--- src/rtl/cal_pkg.sv ---
package cal_pkg;

  localparam int unsigned NREGS = 8;

  typedef struct packed {
    logic [7:0] sec;
    logic [7:0] min;
    logic [7:0] hr;
    logic [7:0] dow;
    logic [7:0] date;
    logic [7:0] mon;
    logic [7:0] yr;
    logic [1:0] cb;
  } cal_time_t;

  // Next BCD value without range check.
  function automatic logic [7:0] bcd_next(input logic [7:0] v);
    logic [7:0] r;
    if (v[3:0] == 4'd9) r = {v[7:4] + 4'd1, 4'd0};
    else                r = {v[7:4], v[3:0] + 4'd1};
    return r;
  endfunction

  // A BCD year is a multiple of four when the units digit suits the tens parity.
  function automatic logic yr_mult4(input logic [7:0] y);
    logic r;
    if (y[4]) r = (y[3:0] == 4'd2) || (y[3:0] == 4'd6);
    else      r = (y[3:0] == 4'd0) || (y[3:0] == 4'd4) || (y[3:0] == 4'd8);
    return r;
  endfunction

  // Last day of the month in BCD.
  function automatic logic [7:0] month_len(input logic [7:0] mon,
                                           input logic [7:0] yr,
                                           input logic [1:0] cb);
    logic leap;
    logic [7:0] r;
    leap = yr_mult4(yr) && !((yr == 8'h00) && (cb != 2'b00));
    case (mon)
      8'h02:                      r = leap ? 8'h29 : 8'h28;
      8'h04, 8'h06, 8'h09, 8'h11: r = 8'h30;
      default:                    r = 8'h31;
    endcase
    return r;
  endfunction

endpackage

--- src/rtl/cal_divider.sv ---
module cal_divider #(
  parameter int unsigned T50 = 50,
  parameter int unsigned T60 = 60,
  parameter int unsigned CW  = 6
) (
  input  logic          clk,
  input  logic          rst_n,
  input  logic          tick,
  input  logic          run,
  input  logic          clr,
  input  logic          sel60,
  output logic [CW-1:0] cnt,
  output logic          sec_pulse,
  output logic          first_half
);
  logic [CW-1:0] limit;
  logic [CW-1:0] half;
  logic          at_end;

  assign limit  = sel60 ? CW'(T60 - 1) : CW'(T50 - 1);
  assign half   = sel60 ? CW'(T60 / 2) : CW'(T50 / 2);
  assign at_end = (cnt >= limit);

  always_ff @(posedge clk or negedge rst_n) begin
    if (!rst_n)           cnt <= '0;
    else if (clr)         cnt <= '0;
    else if (tick && run) cnt <= at_end ? '0 : cnt + 1'b1;
  end

  assign sec_pulse  = tick && run && !clr && at_end;
  assign first_half = (cnt < half);
endmodule

--- src/rtl/cal_chain.sv ---
module cal_chain
  import cal_pkg::*;
(
  input  logic       clk,
  input  logic       rst_n,
  input  logic       adv,
  input  logic       wr_en,
  input  logic [2:0] wr_sel,
  input  logic [7:0] wr_data,
  output cal_time_t  t,
  output logic       st,
  output logic       sel60
);
  logic [7:0] dim;
  logic c_min, c_hr, c_day, c_mon, c_yr, c_cb;

  always_comb begin
    dim   = month_len(t.mon, t.yr, t.cb);
    c_min = adv   && (t.sec  == 8'h59);
    c_hr  = c_min && (t.min  == 8'h59);
    c_day = c_hr  && (t.hr   == 8'h23);
    c_mon = c_day && (t.date == dim);
    c_yr  = c_mon && (t.mon  == 8'h12);
    c_cb  = c_yr  && (t.yr   == 8'h99);
  end

  always_ff @(posedge clk or negedge rst_n) begin
    if (!rst_n) begin
      t     <= '{sec: 8'h00, min: 8'h00, hr: 8'h00, dow: 8'h01,
                 date: 8'h01, mon: 8'h01, yr: 8'h00, cb: 2'b00};
      st    <= 1'b0;
      sel60 <= 1'b1;
    end else if (wr_en) begin
      case (wr_sel)
        3'd1: begin st <= wr_data[7]; t.sec <= {1'b0, wr_data[6:0]}; end
        3'd2: t.min <= {1'b0, wr_data[6:0]};
        3'd3: t.hr  <= {2'b00, wr_data[5:0]};
        3'd4: t.dow <= {5'b0, wr_data[2:0]};
        3'd5: begin sel60 <= wr_data[7]; t.date <= {2'b00, wr_data[5:0]}; end
        3'd6: begin t.cb <= wr_data[7:6]; t.mon <= {3'b000, wr_data[4:0]}; end
        3'd7: t.yr <= wr_data;
        default: ;
      endcase
    end else begin
      if (adv)   t.sec  <= (t.sec == 8'h59) ? 8'h00 : bcd_next(t.sec);
      if (c_min) t.min  <= (t.min == 8'h59) ? 8'h00 : bcd_next(t.min);
      if (c_hr)  t.hr   <= (t.hr  == 8'h23) ? 8'h00 : bcd_next(t.hr);
      if (c_day) begin
        t.dow  <= (t.dow == 8'h07) ? 8'h01 : t.dow + 8'h01;
        t.date <= (t.date == dim)  ? 8'h01 : bcd_next(t.date);
      end
      if (c_mon) t.mon  <= (t.mon == 8'h12) ? 8'h01 : bcd_next(t.mon);
      if (c_yr)  t.yr   <= (t.yr  == 8'h99) ? 8'h00 : bcd_next(t.yr);
      if (c_cb)  t.cb   <= t.cb + 2'b01;
    end
  end
endmodule

--- src/rtl/cal_shadow.sv ---
module cal_shadow #(
  parameter int unsigned          NB      = 8,
  parameter int unsigned          DW      = 8,
  parameter logic [NB*DW-1:0]     RST_IMG = '0
) (
  input  logic             clk,
  input  logic             rst_n,
  input  logic             hold,
  input  logic [NB*DW-1:0] live,
  output logic [NB*DW-1:0] user
);
  for (genvar i = 0; i < NB; i++) begin : g_byte
    always_ff @(posedge clk or negedge rst_n) begin
      if (!rst_n)     user[i*DW +: DW] <= RST_IMG[i*DW +: DW];
      else if (!hold) user[i*DW +: DW] <= live[i*DW +: DW];
    end
  end
endmodule

--- src/rtl/cal_core.sv ---
module cal_core
  import cal_pkg::*;
#(
  parameter int unsigned T50      = 50,
  parameter int unsigned T60      = 60,
  parameter int unsigned AW       = 4,
  parameter int unsigned DW       = 8,
  parameter logic [3:0]  SQW_ADDR = 4'hA,
  parameter int unsigned SQW_BIT  = 6
) (
  input  logic          clk,
  input  logic          rst_n,
  input  logic          tick_i,
  input  logic          hold_i,
  input  logic          wr_valid_i,
  output logic          wr_ready_o,
  input  logic [AW-1:0] wr_addr_i,
  input  logic [DW-1:0] wr_data_i,
  input  logic [AW-1:0] rd_addr_i,
  output logic [DW-1:0] rd_data_o,
  output logic          sqw_o
);
  localparam int unsigned DIV_MAX = (T60 > T50) ? T60 : T50;
  localparam int unsigned CW      = $clog2(DIV_MAX + 1);
  localparam int unsigned IW      = $clog2(NREGS);
  localparam int unsigned IMG_W   = NREGS * DW;
  localparam logic [IMG_W-1:0] RST_IMG = IMG_W'(64'h00_01_81_01_00_00_00_00);

  logic             wr_fire, wr_time, sqwe_q;
  logic [CW-1:0]    div_cnt;
  logic             sec_pulse, first_half;
  cal_time_t        t;
  logic             st, sel60;
  logic [IMG_W-1:0] live_img, user_img;

  assign wr_ready_o = 1'b1;
  assign wr_fire    = wr_valid_i && wr_ready_o;
  assign wr_time    = wr_fire && (wr_addr_i < AW'(NREGS));

  always_ff @(posedge clk or negedge rst_n) begin
    if (!rst_n)                                sqwe_q <= 1'b0;
    else if (wr_fire && wr_addr_i == SQW_ADDR) sqwe_q <= wr_data_i[SQW_BIT];
  end

  cal_divider #(.T50(T50), .T60(T60), .CW(CW)) u_div (
    .clk(clk), .rst_n(rst_n), .tick(tick_i), .run(!st), .clr(wr_time),
    .sel60(sel60), .cnt(div_cnt), .sec_pulse(sec_pulse), .first_half(first_half)
  );

  cal_chain u_chain (
    .clk(clk), .rst_n(rst_n), .adv(sec_pulse), .wr_en(wr_time),
    .wr_sel(wr_addr_i[2:0]), .wr_data(wr_data_i), .t(t), .st(st), .sel60(sel60)
  );

  assign live_img = {t.yr,
                     t.cb, 1'b0, t.mon[4:0],
                     sel60, 1'b0, t.date[5:0],
                     5'b0, t.dow[2:0],
                     2'b0, t.hr[5:0],
                     1'b0, t.min[6:0],
                     st, t.sec[6:0],
                     8'h00};

  cal_shadow #(.NB(NREGS), .DW(DW), .RST_IMG(RST_IMG)) u_shadow (
    .clk(clk), .rst_n(rst_n), .hold(hold_i), .live(live_img), .user(user_img)
  );

  always_comb begin
    rd_data_o = '0;
    if (rd_addr_i < AW'(NREGS))
      rd_data_o = user_img[int'(rd_addr_i[IW-1:0]) * DW +: DW];
    else if (rd_addr_i == SQW_ADDR)
      rd_data_o[SQW_BIT] = sqwe_q;
  end

  assign sqw_o = sqwe_q && first_half;
endmodule

--- config.mk ---
export PLATFORM = sky130hd
export DESIGN_NAME = cal_core
export DESIGN_NICKNAME = d
export VERILOG_FILES = /design/src/rtl/cal_pkg.sv /design/src/rtl/cal_divider.sv /design/src/rtl/cal_chain.sv /design/src/rtl/cal_shadow.sv /design/src/rtl/cal_core.sv
export SDC_FILE = /design/constraint.sdc
export NUM_CORES = 1
export LEC_CHECK = 0
export BUFFER_PORTS_ARGS = -buffer_cell sky130_fd_sc_hd__buf_2
export CORE_MARGIN = 8
export CORE_UTILIZATION = 60
export CTS_BUF_LIST = sky130_fd_sc_hd__clkbuf_4
export CTS_CLUSTER_SIZE = 30
export DETAILED_ROUTE_END_ITERATION = 16
export HOLD_SLACK_MARGIN = 0.1
export PLACE_DENSITY_LB_ADDON = 0.2
export SETUP_SLACK_MARGIN = 0.4
export SKIP_CTS_REPAIR_TIMING = 1
export SYNTH_ARGS = -nofsm -noshare
export SYNTH_HDL_FRONTEND = slang
export SYNTH_SLANG_ARGS = --single-unit
--- constraint.sdc ---
create_clock -name clk -period 6.3 [get_ports clk]
set_input_delay 1.89 -clock clk [delete_from_list [all_inputs] [get_ports clk]]
set_output_delay 1.89 -clock clk [all_outputs]
set_load 0.1 [all_outputs]
==> impl_metrics.tcl, run 1 <==
set metrics [dict create \
    synthXorXnorAreaFrac 0.00262 \
    worstPathMaxFanout 16 \
    cp-end-kind "primary output" \
    min_period_over_period 0.844 \
    crit_start "rd_addr_i[0]" \
    p_seq_frac 0.493 \
    clk_pin_slew_ps 90 \
    synth_compound_area_frac 0.193 \
    post_drt_via_cell_ratio 6.42 \
    start_util 0.617 \
    vias 5609 \
    first_pass_iters 5 \
    antenna_found_initial 1 \
    required_ps 4410 \
    synth_edf_count 0 \
    clockRootBuffer "clkbuf_4" \
    dieArea_um2 14800 \
    yosysSeqAreaShare 0.424 \
    r2r-end "u_chain.t[23]" \
    synth_fa_ha_area_frac 0.0505 \
    coreArea_um2 10800 \
    dp_hpwl_um 13000 \
    regToRegSetupSlack_ps 3040 \
    drv_cap 0 \
    boundaryPins 31 \
    post_drt_wl_per_cell_um 20.6 \
    utilization 0.661 \
    syn_avg_cell_area_um2 9.50 \
    synth_nets 752 \
    rows 38 \
    yosysWarnings 0 \
    routed_wl_um 18000 \
    rr_startpoint "u_chain.t[6]" \
    endpoint "rd_data_o[1]" \
    max_freq_mhz 188 \
    insertion_delay_ps 540 \
    grt_max_degree 65 \
    cts_htree_levels 4 \
    ctsLongestPathBuffers 2 \
    fin_area_um2 7170 \
    synth_simple_gate_area_share 0.181 \
    hold_path.class "reg -> reg" \
    synth_cell_types 70 \
    final_nets 768 \
    drv_slew 0 \
    ys_seq_elements 113 \
    synth_ff_type "dfrtp_1" \
    drcViolationCount 0 \
    clkPwrFrac 0.240 \
    port-buffer-count 29 \
    worst_slack_ps 985 \
    async_reset_ff_frac 1.00 \
    outcome "complete, no violations" \
    numCtsBuffers 17 \
    synthMuxAreaShare 0.111 \
    hold_slack_ps 500 \
    gp_congestion 0.918 \
    place_ws_ps 994 \
    post-route-min-period_ps 5310 \
    finalSetupTns_ps 0 \
    areaGrowthSynthToFinish_pct 7.20 \
    grt_pass1_vias 5293 \
    grt_overflow_total 0 \
    grt_pass1_wl_um 28200 \
    worst_ep_arrival_time_ps 3420 \
    leakagePower_nw 3.11 \
    cts.sinks 113 \
    p_sw_frac 0.369 \
    synth_area_leaders "dfrtp_1, mux2_2, o21ai_0, ha_1, nand2_1" \
    worst_pin_slew_ps 1080 \
    rr_worst_depth 8 \
    maxSlewHeadroom 0.277 \
    dpl_cell_area_um2 6910 \
    switchingPower_mw 0.815 \
    antenna_left 0 \
    die_h_um 122 \
    drt_iter0_markers 641 \
    grt_setup_unrepaired "no" \
    power_density_nw_per_um2 308 \
    tritoncts "yes" \
    peakVddDrop_uv 233 \
    final.setup_skew_ps 12.6 \
    grt_usage 0.248 \
    yosysTopAreaCellShare 0.393 \
    setup_violations 0 \
    p_comb_frac 0.268 \
    final-hold-violation-count 0 \
    die_w_um 122 \
    power.internal_mw 1.39 \
    start_kind "input port" \
    crit_type "in -> out" \
    syn_area_um2 6690 \
    synthCells 704 \
    synth_top_cell_by_area "dfrtp_1" \
    layout-drive-gt1-share 0.207 \
    synth_top_family_by_area "compound AO/OA/AOI/OAI gates" \
]
## placed cells by master (no fill, tap or decap), drive strengths merged, types with 18 or more instances in the layout
cell type	instances
buf	33
nand3	28
a21oi	23
dfrtp	105
inv	25
nand2	72
mux2	48
o211ai	18
o21ai	86
nor2	55
clkbuf	22
ha	27
## per-stage QoR
step	cells	total power, mW
after floorplan	704	1.49
after global placement	841	1.64
after detailed placement	841	1.68
after CTS	873	2.20
after global routing	874	2.32
final	874	2.21
## state kept, by name, indices dropped and copies added, names as in the netlist
signal and cells:
sqwe_q 1, u_chain.st 1, u_shadow.user 46, u_chain.t 58, u_div.cnt 6, u_chain.sel60 1
## area by class of cell
type | instances | area [um2]
clock inverter | 10 | 96.3
inverter | 25 | 93.8
tap | 140 | 175
fill | 848 | 3670
antenna | 1 | 2.50
multi-input combinational | 530 | 3620
clock buffer | 22 | 165
timing repair buffer | 33 | 178
sequential | 113 | 2840
## critical path: stages
cell and delay (ps):
buf_2 280, nor2b_1 360, a22oi_1 140, nor2_1 100, a21oi_1 60, nor2_2 130
buf_2 440
## cell families after synthesis
family,Yosys count
simple gates,242
compound gates,196
flops,113
mux,62
buf+inv,61
fa+ha+maj,27
xor+xnor,2
other cells,1
## per-layer routing
| layer | global-route usage | part of all wire |
|---|---|---|
| met5 | 0 | 0 |
| met4 | 0.133 | 0.039 |
| met3 | 0.0495 | 0.052 |
| met2 | 0.396 | 0.48 |
| met1 | 0.312 | 0.43 |
## worst min path at each step
stage,from,end,slack (ps),cells after the start
after floorplan,u_shadow.user[25],u_shadow.user[25],440,2
after global placement,u_shadow.user[57],u_shadow.user[57],470,2
after detailed placement,u_shadow.user[57],u_shadow.user[57],470,2
after CTS,u_shadow.user[14],u_shadow.user[14],510,2
after global routing,u_shadow.user[24],u_shadow.user[24],540,1
final,u_shadow.user[14],u_shadow.user[14],500,2
## synthesized netlist by cell type, drive strengths merged (3+ instances only)
| cell | instances |
|---|---|
| a21oi | 23 |
| a221oi | 3 |
| a22o | 6 |
| a22oi | 7 |
| a31oi | 7 |
| and2 | 3 |
| and3 | 8 |
| buf | 10 |
| clkbuf | 26 |
| dfrtp | 105 |
| dfstp | 8 |
| ha | 27 |
| inv | 25 |
| mux2 | 48 |
| mux2i | 9 |
| mux4 | 5 |
| nand2 | 72 |
| nand2b | 13 |
| nand3 | 28 |
| nand3b | 9 |
| nor2 | 55 |
| nor2b | 8 |
| nor3 | 11 |
| nor3b | 5 |
| nor4b | 3 |
| o211ai | 18 |
| o21a | 6 |
| o21ai | 86 |
| o22ai | 3 |
| o31a | 6 |
| o31ai | 7 |
| or2 | 8 |
| or3 | 6 |
| or4 | 4 |
## power by group through the flow
stage	Combinational [mW]	Clock (mW)	Sequential (mW)
floorplan	0.503	0	0.989
global placement	0.556	0	1.08
detailed placement	0.587	0	1.09
CTS	0.589	0.535	1.08
global route	0.654	0.568	1.10
finish	0.592	0.529	1.09
Note: power is estimated with default switching activity, not from simulation.
==> run 2, diff against run 1 <==
ABC_AREA = 1   (was not set)
clock period = 5.5 ns   (was 6.3 ns; I/O delays follow)
==> impl_metrics.tcl, run 2 <==
set metrics [dict create \
    cp-end-kind "primary output" \
    post_drt_via_cell_ratio 5.62 \
    cts.sinks 113 \
    die_h_um 120 \
    tritoncts "yes" \
    insertion_delay_ps 550 \
    fin_area_um2 7070 \
    maxSlewHeadroom 0.497 \
    dieArea_um2 14300 \
    drcViolationCount 0 \
    ctsLongestPathBuffers 2 \
    yosysSeqAreaShare 0.440 \
    clk_pin_slew_ps 100 \
    drv_slew 0 \
    worst_ep_arrival_time_ps 3350 \
    max_flop_register "u_chain.t" \
    clockRootBuffer "clkbuf_4" \
    yosysWarnings 0 \
    synth_common_cells "nand2_1, o21ai_0, dfrtp_1" \
    cts_htree_levels 4 \
    grt_usage 0.239 \
    areaGrowthSynthToFinish_pct 9.52 \
    layout-drive-gt1-share 0.136 \
    power.internal_mw 1.52 \
    finalSetupTns_ps 0 \
    drv_cap 0 \
    p_seq_frac 0.480 \
    power_mw 2.48 \
    synth_ff_type "dfrtp_1" \
    grt_overflow_total 0 \
    outcome "complete, no violations" \
    switchingPower_mw 0.958 \
    routed_wl_um 16500 \
    dpl_cell_area_um2 6790 \
    synth_top_cell_by_area "dfrtp_1" \
    port-buffer-count 29 \
    layout_commonest_cell "nand2_1" \
    coreArea_um2 10700 \
    worstPathMaxFanout 11 \
    largest_reg_flops 58 \
    gp_congestion 0.901 \
    dp.cells 983 \
    synth_edf_count 0 \
    numCtsBuffers 17 \
    min_period_over_period 0.909 \
    synth_nets 880 \
    max_freq_mhz 200 \
    yosysTopAreaCellShare 0.407 \
    utilization 0.663 \
    grt_pass1_wl_um 27100 \
    antenna_cells 0 \
    synth.most_common_cell "nand2_1" \
    final_nets 910 \
    syn_area_um2 6450 \
    worst_pin_slew_ps 755 \
    first_pass_iters 7 \
    post_drt_wl_per_cell_um 16.2 \
    synthCells 832 \
    crit_type "in -> out" \
    peakVddDrop_uv 251 \
    grt_setup_unrepaired "no" \
    start_util 0.606 \
    async_reset_ff_frac 1.00 \
    grt_pass1_vias 5319 \
    p_sw_frac 0.386 \
    syn_avg_cell_area_um2 7.75 \
    synth_cell_types 47 \
    worst_slack_ps 501 \
    antenna_found_initial 0 \
    place_ws_ps 341 \
    final_cell_mix "nand2_1, o21ai_0, dfrtp_1, inv_1, nor2_1" \
    p_comb_frac 0.274 \
    largestRegisters "u_chain.t: 58 flops, u_shadow.user: 46 flops, u_div.cnt: 6 flops" \
    dp_hpwl_um 12200 \
    final-hold-violation-count 0 \
    clkPwrFrac 0.246 \
    drt_iter0_markers 504 \
    post-route-min-period_ps 5000 \
    ys_seq_elements 113 \
    hold_slack_ps 503 \
    leakagePower_nw 3.34 \
    fillCellCount 907 \
    power_density_nw_per_um2 351 \
    antenna_left 0 \
    synth_area_leaders "dfrtp_1, nand2_1, o21ai_0, inv_1, ha_1" \
    grt_max_degree 93 \
    hold_path.class "reg -> reg" \
    boundaryPins 31 \
    die_w_um 120 \
    required_ps 3850 \
    rows 38 \
    fin_cells 1015 \
    final.setup_skew_ps 16.0 \
    start_kind "input port" \
    setup_violations 0 \
    vias 5702 \
]
[run 2: changes by cell type after synthesis, moves of 9 or more]
| cell | previous run | this run |
|---|---|---|
| nand2b_1 | 13 | 0 |
| clkbuf_1 | 26 | 15 |
| o211ai_1 | 15 | 1 |
| mux2_2 | 46 | 0 |
| inv_1 | 25 | 96 |
| nor2_2 | 1 | 10 |
| o21ai_0 | 82 | 135 |
| inv_2 | 0 | 10 |
| nand2_1 | 72 | 187 |
| nand3_1 | 28 | 51 |
| mux2i_1 | 9 | 0 |
[run 2: layout make-up]
class / count / area [um2] / share of cell area
Multi-Input combinational cell: 589 / 3180 / 0.450
Sequential cell: 113 / 2840 / 0.402
Inverter: 108 / 405 / 0.0574
Timing Repair Buffer: 33 / 193 / 0.0273
Tap cell: 140 / 175 / 0.0248
Clock inverter: 14 / 141 / 0.0200
Clock buffer: 18 / 135 / 0.0191
[run 2: worst paths after layout]
kind                                   startpoint                 to  slack [ps]  depth (start not counted)
worst max-delay path                 rd_addr_i[1]       rd_data_o[1]         500                          8
worst min-delay path            u_shadow.user[11]  u_shadow.user[11]         500                          2
worst max register to register      u_chain.sel60       u_chain.t[7]        2960                         13
worst min register to register  u_shadow.user[11]  u_shadow.user[11]         500                          2
max in group asynchronous                   rst_n      u_chain.sel60        3430                          2
min in group asynchronous                   rst_n  u_shadow.user[13]        1120                          1
[run 2: power by group through the flow]
stage          combinational [mW]  clock (mW)  sequential (mW)
6_report                    0.680       0.611             1.19
5_1_grt                     0.774       0.660             1.22
4_1_cts                     0.681       0.622             1.19
3_5_place_dp                0.674           0             1.20
3_3_place_gp                0.647           0             1.20
2_1_floorplan               0.524           0             1.14
[run 2: critical path, stage by stage]
cell	delay, ps
buf_2	120
inv_1	170
nor2_2	400
a22oi_1	120
o21ai_0	100
o21ai_0	130
a41oi_2	180
buf_2	460
[run 2: logic make-up (layout without fill, tap and decap cells)]
logic type / Yosys count / count (layout) / synth area share
other: 1 / 1 / 0.000581
AND/OR/NAND/NOR: 348 / 348 / 0.238
AO/OA/AOI/OAI: 197 / 197 / 0.169
flip-flops: 113 / 113 / 0.440
buffers and inverters: 130 / 173 / 0.0785
adder cells (fa/ha/maj): 27 / 27 / 0.0524
XOR/XNOR: 16 / 16 / 0.0217
[run 2: metal layers]
metal  vias up  GRT usage  wire, um
li1       2818          -         -
met1      2666      0.319      7370
met2       178      0.362      7400
met3        40     0.0634      1180
met4         0      0.101       527
met5         -          0         0
